$ cat config.mk
export PLATFORM = sky130hd
export DESIGN_NAME = regfield_store
export DESIGN_NICKNAME = d
export VERILOG_FILES = /design/src/rtl/regfield_pkg.sv /design/src/rtl/regfield_sw_lanes.sv /design/src/rtl/regfield_hw_gate.sv /design/src/rtl/regfield_reduce.sv /design/src/rtl/regfield_store.sv
export SDC_FILE = /design/constraint.sdc
export NUM_CORES = 1
export LEC_CHECK = 0
export ABC_CLOCK_PERIOD_IN_PS = 1400
export BUFFER_PORTS_ARGS = -buffer_cell sky130_fd_sc_hd__buf_2
export CORE_MARGIN = 2
export CORE_UTILIZATION = 35
export DETAILED_ROUTE_END_ITERATION = 6
export PLACE_DENSITY = 0.75
export SLEW_MARGIN = 10
export SYNTH_ARGS = -nofsm -noshare
export SYNTH_HDL_FRONTEND = slang
export SYNTH_SLANG_ARGS = --single-unit
$ cat constraint.sdc
create_clock -name clk -period 1.4 [get_ports clk]
set_clock_uncertainty 0.1 [all_clocks]
set_input_delay 0.28 -clock clk [delete_from_list [all_inputs] [get_ports clk]]
set_output_delay 0.28 -clock clk [all_outputs]
set_load 0.03 [all_outputs]
$ cat src/rtl/regfield_pkg.sv
package regfield_pkg;

    typedef enum logic [1:0] {
        HWEN_NONE = 2'd0,
        HWEN_HIGH = 2'd1,
        HWEN_LOW  = 2'd2
    } hw_en_mode_e;

    typedef enum logic {
        PREC_SW = 1'b0,
        PREC_HW = 1'b1
    } prec_e;

    typedef struct packed {
        logic all_ones;
        logic any_one;
        logic parity;
    } fld_reduce_t;

    function automatic int lane_of(input int bus_bit);
        return bus_bit / 8;
    endfunction

endpackage

$ cat src/rtl/regfield_sw_lanes.sv
module regfield_sw_lanes
    import regfield_pkg::*;
#(
    parameter int BUS_W    = 32,
    parameter int FLD_LSB  = 0,
    parameter int FLD_W    = 8,
    parameter bit SW_WR_EN = 1'b1
) (
    input  logic [FLD_W-1:0]   cur,
    input  logic               sw_wr,
    input  logic [BUS_W-1:0]   sw_wdata,
    input  logic [BUS_W/8-1:0] sw_be,
    output logic               go,
    output logic [FLD_W-1:0]   nxt
);
    logic [FLD_W-1:0] lane_mask;
    logic [FLD_W-1:0] lane_data;
    logic             unused_bus;

    assign unused_bus = ^{sw_wdata, sw_be, sw_wr};

    for (genvar i = 0; i < FLD_W; i++) begin : g_bit
        localparam int LANE = lane_of(FLD_LSB + i);
        assign lane_mask[i] = sw_be[LANE];
        assign lane_data[i] = sw_wdata[FLD_LSB + i];
    end

    if (SW_WR_EN) begin : g_sw
        assign go  = sw_wr;
        assign nxt = (cur & ~lane_mask) | (lane_data & lane_mask);
    end else begin : g_no_sw
        assign go  = 1'b0;
        assign nxt = cur;
    end

endmodule

$ cat src/rtl/regfield_hw_gate.sv
module regfield_hw_gate
    import regfield_pkg::*;
#(
    parameter bit          HW_WR_EN = 1'b1,
    parameter hw_en_mode_e HW_MODE  = HWEN_HIGH
) (
    input  logic hw_wr_en,
    output logic hit
);
    logic unused_en;
    assign unused_en = hw_wr_en;

    if (!HW_WR_EN) begin : g_off
        assign hit = 1'b0;
    end else if (HW_MODE == HWEN_HIGH) begin : g_high
        assign hit = hw_wr_en;
    end else if (HW_MODE == HWEN_LOW) begin : g_low
        assign hit = ~hw_wr_en;
    end else begin : g_always
        assign hit = 1'b1;
    end

endmodule

$ cat src/rtl/regfield_reduce.sv
module regfield_reduce
    import regfield_pkg::*;
#(
    parameter int FLD_W  = 8,
    parameter bit AND_EN = 1'b0,
    parameter bit OR_EN  = 1'b0,
    parameter bit XOR_EN = 1'b0
) (
    input  logic [FLD_W-1:0] q,
    output fld_reduce_t      red
);
    logic unused_q;
    assign unused_q = ^q;

    if (AND_EN) begin : g_and
        assign red.all_ones = &q;
    end else begin : g_no_and
        assign red.all_ones = 1'b0;
    end

    if (OR_EN) begin : g_or
        assign red.any_one = |q;
    end else begin : g_no_or
        assign red.any_one = 1'b0;
    end

    if (XOR_EN) begin : g_xor
        assign red.parity = ^q;
    end else begin : g_no_xor
        assign red.parity = 1'b0;
    end

endmodule

$ cat src/rtl/regfield_store.sv
module regfield_store
    import regfield_pkg::*;
#(
    parameter int               BUS_W     = 32,
    parameter int               FLD_LSB   = 6,
    parameter int               FLD_W     = 12,
    parameter bit               SW_WR_EN  = 1'b1,
    parameter bit               HW_WR_EN  = 1'b1,
    parameter bit               HW_RD_EN  = 1'b1,
    parameter hw_en_mode_e      HW_MODE   = HWEN_HIGH,
    parameter prec_e            PREC      = PREC_SW,
    parameter bit               PULSE_EN  = 1'b0,
    parameter bit               AND_EN    = 1'b1,
    parameter bit               OR_EN     = 1'b1,
    parameter bit               XOR_EN    = 1'b1,
    parameter bit               RST_ASYNC = 1'b0,
    parameter bit               RST_LOW   = 1'b0,
    parameter logic [FLD_W-1:0] RST_VAL   = '0
) (
    input  logic               clk,
    input  logic               rst,
    input  logic               sw_wr,
    input  logic [BUS_W-1:0]   sw_wdata,
    input  logic [BUS_W/8-1:0] sw_be,
    input  logic [FLD_W-1:0]   hw_wdata,
    input  logic               hw_wr_en,
    output logic [FLD_W-1:0]   fld_q,
    output logic               fld_and,
    output logic               fld_or,
    output logic               fld_xor
);
    localparam int FLD_MSB = FLD_LSB + FLD_W - 1;

    logic [FLD_W-1:0] q;
    logic [FLD_W-1:0] q_nxt;
    logic [FLD_W-1:0] sw_next;
    logic             sw_go;
    logic             hw_hit;
    logic             rst_act;
    fld_reduce_t      red;

    assign rst_act = RST_LOW ? ~rst : rst;

    regfield_sw_lanes #(
        .BUS_W(BUS_W), .FLD_LSB(FLD_LSB), .FLD_W(FLD_W), .SW_WR_EN(SW_WR_EN)
    ) u_lanes (
        .cur(q), .sw_wr(sw_wr), .sw_wdata(sw_wdata), .sw_be(sw_be),
        .go(sw_go), .nxt(sw_next)
    );

    regfield_hw_gate #(
        .HW_WR_EN(HW_WR_EN), .HW_MODE(HW_MODE)
    ) u_hw (
        .hw_wr_en(hw_wr_en), .hit(hw_hit)
    );

    // Priority chain: the selected writer first, then the other, then self-clear.
    always_comb begin
        q_nxt = q;
        if (PREC == PREC_SW) begin
            if (sw_go)         q_nxt = sw_next;
            else if (hw_hit)   q_nxt = hw_wdata;
            else if (PULSE_EN) q_nxt = '0;
        end else begin
            if (hw_hit)        q_nxt = hw_wdata;
            else if (sw_go)    q_nxt = sw_next;
            else if (PULSE_EN) q_nxt = '0;
        end
    end

    if (RST_ASYNC && RST_LOW) begin : g_arst_low
        always_ff @(posedge clk or negedge rst) begin
            if (!rst) q <= RST_VAL;
            else      q <= q_nxt;
        end
    end else if (RST_ASYNC) begin : g_arst_high
        always_ff @(posedge clk or posedge rst) begin
            if (rst) q <= RST_VAL;
            else     q <= q_nxt;
        end
    end else begin : g_srst
        always_ff @(posedge clk) begin
            if (rst_act) q <= RST_VAL;
            else         q <= q_nxt;
        end
    end

    if (HW_RD_EN) begin : g_rd
        assign fld_q = q;
    end else begin : g_no_rd
        assign fld_q = '0;
    end

    regfield_reduce #(
        .FLD_W(FLD_W), .AND_EN(AND_EN), .OR_EN(OR_EN), .XOR_EN(XOR_EN)
    ) u_reduce (
        .q(q), .red(red)
    );

    assign fld_and = red.all_ones;
    assign fld_or  = red.any_one;
    assign fld_xor = red.parity;

    initial begin
        assert (FLD_MSB < BUS_W) else $error("field exceeds bus word");
    end

    // a software-precedence write leaves the merged lane result
    p_sw_wins_r6: assert property (@(posedge clk) disable iff (rst_act)
        (PREC == PREC_SW) && sw_go |=> q == $past(sw_next));

    // a hardware-precedence load leaves the hardware value
    p_hw_wins_r7: assert property (@(posedge clk) disable iff (rst_act)
        (PREC == PREC_HW) && hw_hit |=> q == $past(hw_wdata));

    // a cycle with no write clears a self-clearing field
    p_pulse_clear_r8: assert property (@(posedge clk) disable iff (rst_act)
        PULSE_EN && !sw_go && !hw_hit |=> q == '0);

    // a cycle with no write keeps a plain field stable
    p_hold_idle_r12: assert property (@(posedge clk) disable iff (rst_act)
        !PULSE_EN && !sw_go && !hw_hit |=> $stable(q));

endmodule

* Yosys cells after proc, flatten, opt, wreduce, memory -nomap -nowiden
Index checks and enable logic that the tools add are counted.
Word-level totals: word-level logic and storage cells 11, bits of input ports 52, output and inout port bits 15, register bits 12
Cells by class: mux-type cells 2, bitwise logic cells 4, reduce and logical (&&, ||, !) cells 4
Operators with widths (number):
- 12-bit bitwise AND | 2
- 12-bit two-way mux | 2
- 12-bit NOT | 1
- 12-bit bitwise OR | 1
- 12-bit AND reduction | 1
- 12-bit OR reduction | 1
- 12-bit parity | 1
- 2-bit nonzero test | 1

* Longest topological paths before layout
depth after elaboration 4, depth in mapped cells 5, mapped depth without buffers 5

* Modules after synthesis
Synthesis repeated with hierarchy kept, for this count alone.
Second synthesis, totals: cells, all modules 101, area, all modules 1073.5 um^2
By module, submodules not included:
- regfield_store | instances 1, sequential area each 240.2 um^2, area an instance 603.1 um^2, cells an instance 53
- regfield_reduce | instances 1, sequential area each 0.0 um^2, area an instance 279.0 um^2, cells an instance 33
- regfield_sw_lanes | instances 1, sequential area each 0.0 um^2, area an instance 183.9 um^2, cells an instance 14
- regfield_hw_gate | instances 1, sequential area each 0.0 um^2, area an instance 7.5 um^2, cells an instance 1

* Worst setup path after synthesis
No wires, ideal clock.
path type reg2out, start register with a tool-made name, end output port fld_xor, path buffers 0, cell stages (with the launch flop) 6, setup slack -710 ps, arrival 1730 ps, required time 1020 ps, cells stage by stage dfxtp_1 inv_1 ha_1 xnor2_1 xnor2_1 xnor2_1
RTL lines:
- to (decl) | RTL line regfield_store.sv:30 | output logic fld_xor

==> impl_metrics.env <==
export IMPL_status="finished, violations left"
export IMPL_violations="negative setup slack"
export IMPL_p_switching_uw=482
export IMPL_synth_area_sq_um=846
export IMPL_cts_hold_buffers_added=0
export IMPL_p_leak_nw=0.681
export IMPL_yosys_warnings=0
export IMPL_whs_path_depth=3
export IMPL_ioPinCount=67
export IMPL_r2r_setup_slack_ps=380
export IMPL_final_common_cell="buf_2"
export IMPL_initial_core_util=0.375
export IMPL_drv_cap=0
export IMPL_syn_nets=155
export IMPL_grt_pass1_vias=858
export IMPL_seqPwrFrac=0.295
export IMPL_syn_area_per_cell_sq_um=9.29
export IMPL_powerDensity_nw_per_um2=908
export IMPL_dieArea_sq_um=2830
export IMPL_grt_max_degree=19
export IMPL_yosysTopAreaCellShare=0.284
export IMPL_switching_share=0.365
export IMPL_yosys_area_share_adder=0.178
export IMPL_firstDrtPassIters=4
export IMPL_place_inst=179
export IMPL_p_int_uw=837
export IMPL_grt_ovfl_total=0
export IMPL_die_h_microns=53.2
export IMPL_hold_path_class="primary input to register"
export IMPL_final_max_slew_viol_count=0
export IMPL_drc=0
export IMPL_worst_slack_ps=-531
export IMPL_final_cell_mix="buf_2 (42), buf_4 (21), nand2_1 (12)"
export IMPL_synth_top_family_by_area="compound AO/OA/AOI/OAI gates"
export IMPL_crit_chain="inv_4, ha_4, xnor2_4, xnor2_2, xnor2_2, buf_6"
export IMPL_yosys_mux_area_fraction=0
export IMPL_final_setup_viol_count=3
export IMPL_max_freq_mhz=518
export IMPL_synthTopCellsByArea="dfxtp_1 (28%), ha_1 (18%), a311oi_2 (11%)"
export IMPL_cts_tree="built"
export IMPL_power_clock_fraction=0.167
export IMPL_route_vias_total=903
export IMPL_insertion_delay_ps=270
export IMPL_cts_root_buf="clkbuf_4"
export IMPL_grt_pass1_wl_microns=3420
export IMPL_ctsHtreeMaxLevel=1
export IMPL_period_minus_slack_ps=1930
export IMPL_cts_buffers=3
export IMPL_synth_simple_area_share=0.166
export IMPL_io_buffers=45
export IMPL_placeableCoreArea_sq_um=2250
export IMPL_pwr_share_comb=0.537
export IMPL_gp_congestion=0.756
export IMPL_die_w_microns=53.2
export IMPL_rows=17
export IMPL_numClockSinks=12
export IMPL_via_per_inst=4.85
export IMPL_syn_inst=91
export IMPL_cp_start_kind="register"
export IMPL_diodes=0
export IMPL_drive_above_1_share=0.728
export IMPL_hp_start="hw_wdata[3]"
export IMPL_vdd_drop_max_uv=790
export IMPL_hpwl_microns=1830
export IMPL_p_total_mw=1.32
export IMPL_crit_path_frequent_cell="xnor2_2"
export IMPL_finalHoldViolCount=0
export IMPL_synth_compound_area_share=0.213
export IMPL_r2r_cells=4
export IMPL_areaGrowthSynthToFinish_pct=71.7
export IMPL_wl_microns=2290
export IMPL_clk_path_buf_depth=2
export IMPL_relSlewSlack=0.798
export IMPL_antenna_found_initial=0
export IMPL_groute_usage_overall=0.168
export IMPL_endpoint_kind="output pin"
export IMPL_wl_per_cell_microns=12.3
export IMPL_cpMaxStageDelayCell="dfxtp_4"
export IMPL_arrival_ps=1550
export IMPL_synth_xor_area_share=0.0518
export IMPL_drt_iter0_markers=4
export IMPL_post_route_util=0.644
export IMPL_min_period_over_period=1.38
export IMPL_synth_seq_cells=12
export IMPL_critPathMaxFanout=2
export IMPL_yosysUniqueCellTypes=20
export IMPL_instances_no_fill=186
export IMPL_seq_area_frac_synth=0.284
export IMPL_synth_top_cell_by_area="dfxtp_1"
export IMPL_final_antenna_net_count=0
export IMPL_slowest_delay_ps=370
export IMPL_place_ws_ps=-334
export IMPL_path_class="register to output pin"
export IMPL_nets=223
export IMPL_rsz0062_at_grt="yes"
export IMPL_tightest_slew_ps=303
export IMPL_worstPathRequired_ps=1020
export IMPL_clkTransAtPathRegs_ps=80
[metal layers]
metal / track usage / wire length, microns / up-vias
met5: 0 / 0 / -
met4: 0.0983 / 67 / 0
met3: 0.00847 / 78 / 6
met2: 0.302 / 1190 / 29
met1: 0.194 / 960 / 416
li1: - / - / 452
[cell usage after synthesis]
| master | n |
|---|---|
| a311oi_1 | 6 |
| a311oi_2 | 6 |
| and2b_4 | 1 |
| and4_1 | 1 |
| buf_12 | 1 |
| buf_4 | 1 |
| buf_8 | 1 |
| clkbuf_1 | 1 |
| dfxtp_1 | 12 |
| ha_1 | 12 |
| inv_1 | 12 |
| nand2_1 | 12 |
| nand2_2 | 4 |
| nand2b_4 | 1 |
| nand3_1 | 1 |
| nand4_1 | 1 |
| nor2_1 | 7 |
| o22ai_1 | 6 |
| xnor2_1 | 4 |
| xor2_1 | 1 |
[how the worst max path moves through the flow]
stage | slack [ps] | start | endpoint | cells past startpoint
3_3_place_gp | -310 | register | fld_xor | 6
3_5_place_dp | -330 | register | fld_xor | 6
5_1_grt | -580 | register | fld_xor | 6
2_1_floorplan | -320 | register | fld_xor | 5
6_report | -530 | register | fld_xor | 6
4_1_cts | -520 | register | fld_xor | 6
[critical path, delay by kind of cell, from the launching register on]
family,cells,cell delay [ps]
adders and majority gates,1,250
xor gates and xnor gates,3,470
buffers and inverters,2,190
DFF,1,370
[power groups by stage]
stage	clock network [mW]	logic [mW]	registers, mW
3_3_place_gp	0	0.559	0.392
4_1_cts	0.235	0.691	0.388
6_report	0.221	0.709	0.390
3_5_place_dp	0	0.573	0.394
2_1_floorplan	0	0.315	0.460
5_1_grt	0.244	0.760	0.394
[stage by stage]
| step | hold slack (ps) | cell area, sq um | TNS (ps) |
|---|---|---|---|
| floorplan | 242 | 953 | -325 |
| global placement | 451 | 1320 | -314 |
| detailed placement | 448 | 1320 | -339 |
| CTS | 150 | 1420 | -1030 |
| global route | 163 | 1450 | -1140 |
| finish | 160 | 1450 | -962 |
[cell families after synthesis]
family / after synthesis
AND/OR/NAND/NOR: 28
AO/OA/AOI/OAI: 18
buffers and inverters: 16
adder cells (fa/ha/maj): 12
flip-flops: 12
XOR/XNOR: 5
[area by class of cell]
class / count / area, sq um
Fill cell: 189 / 802
Tap cell: 28 / 35.0
Clock buffer: 3 / 22.5
Multi-Input combinational cell: 63 / 644
Clock inverter: 1 / 3.75
Timing Repair Buffer: 67 / 422
Sequential cell: 12 / 275
Inverter: 12 / 50.0
[timing repair]
item / 4_1_cts / 5_1_grt
pin swaps: 4 / 2
endpoints found under the setup margin: 3 / 3
resized for setup: 13 / 5
buffers inserted: 0 / 3
No activity file was read; power rests on OpenSTA's default activity.
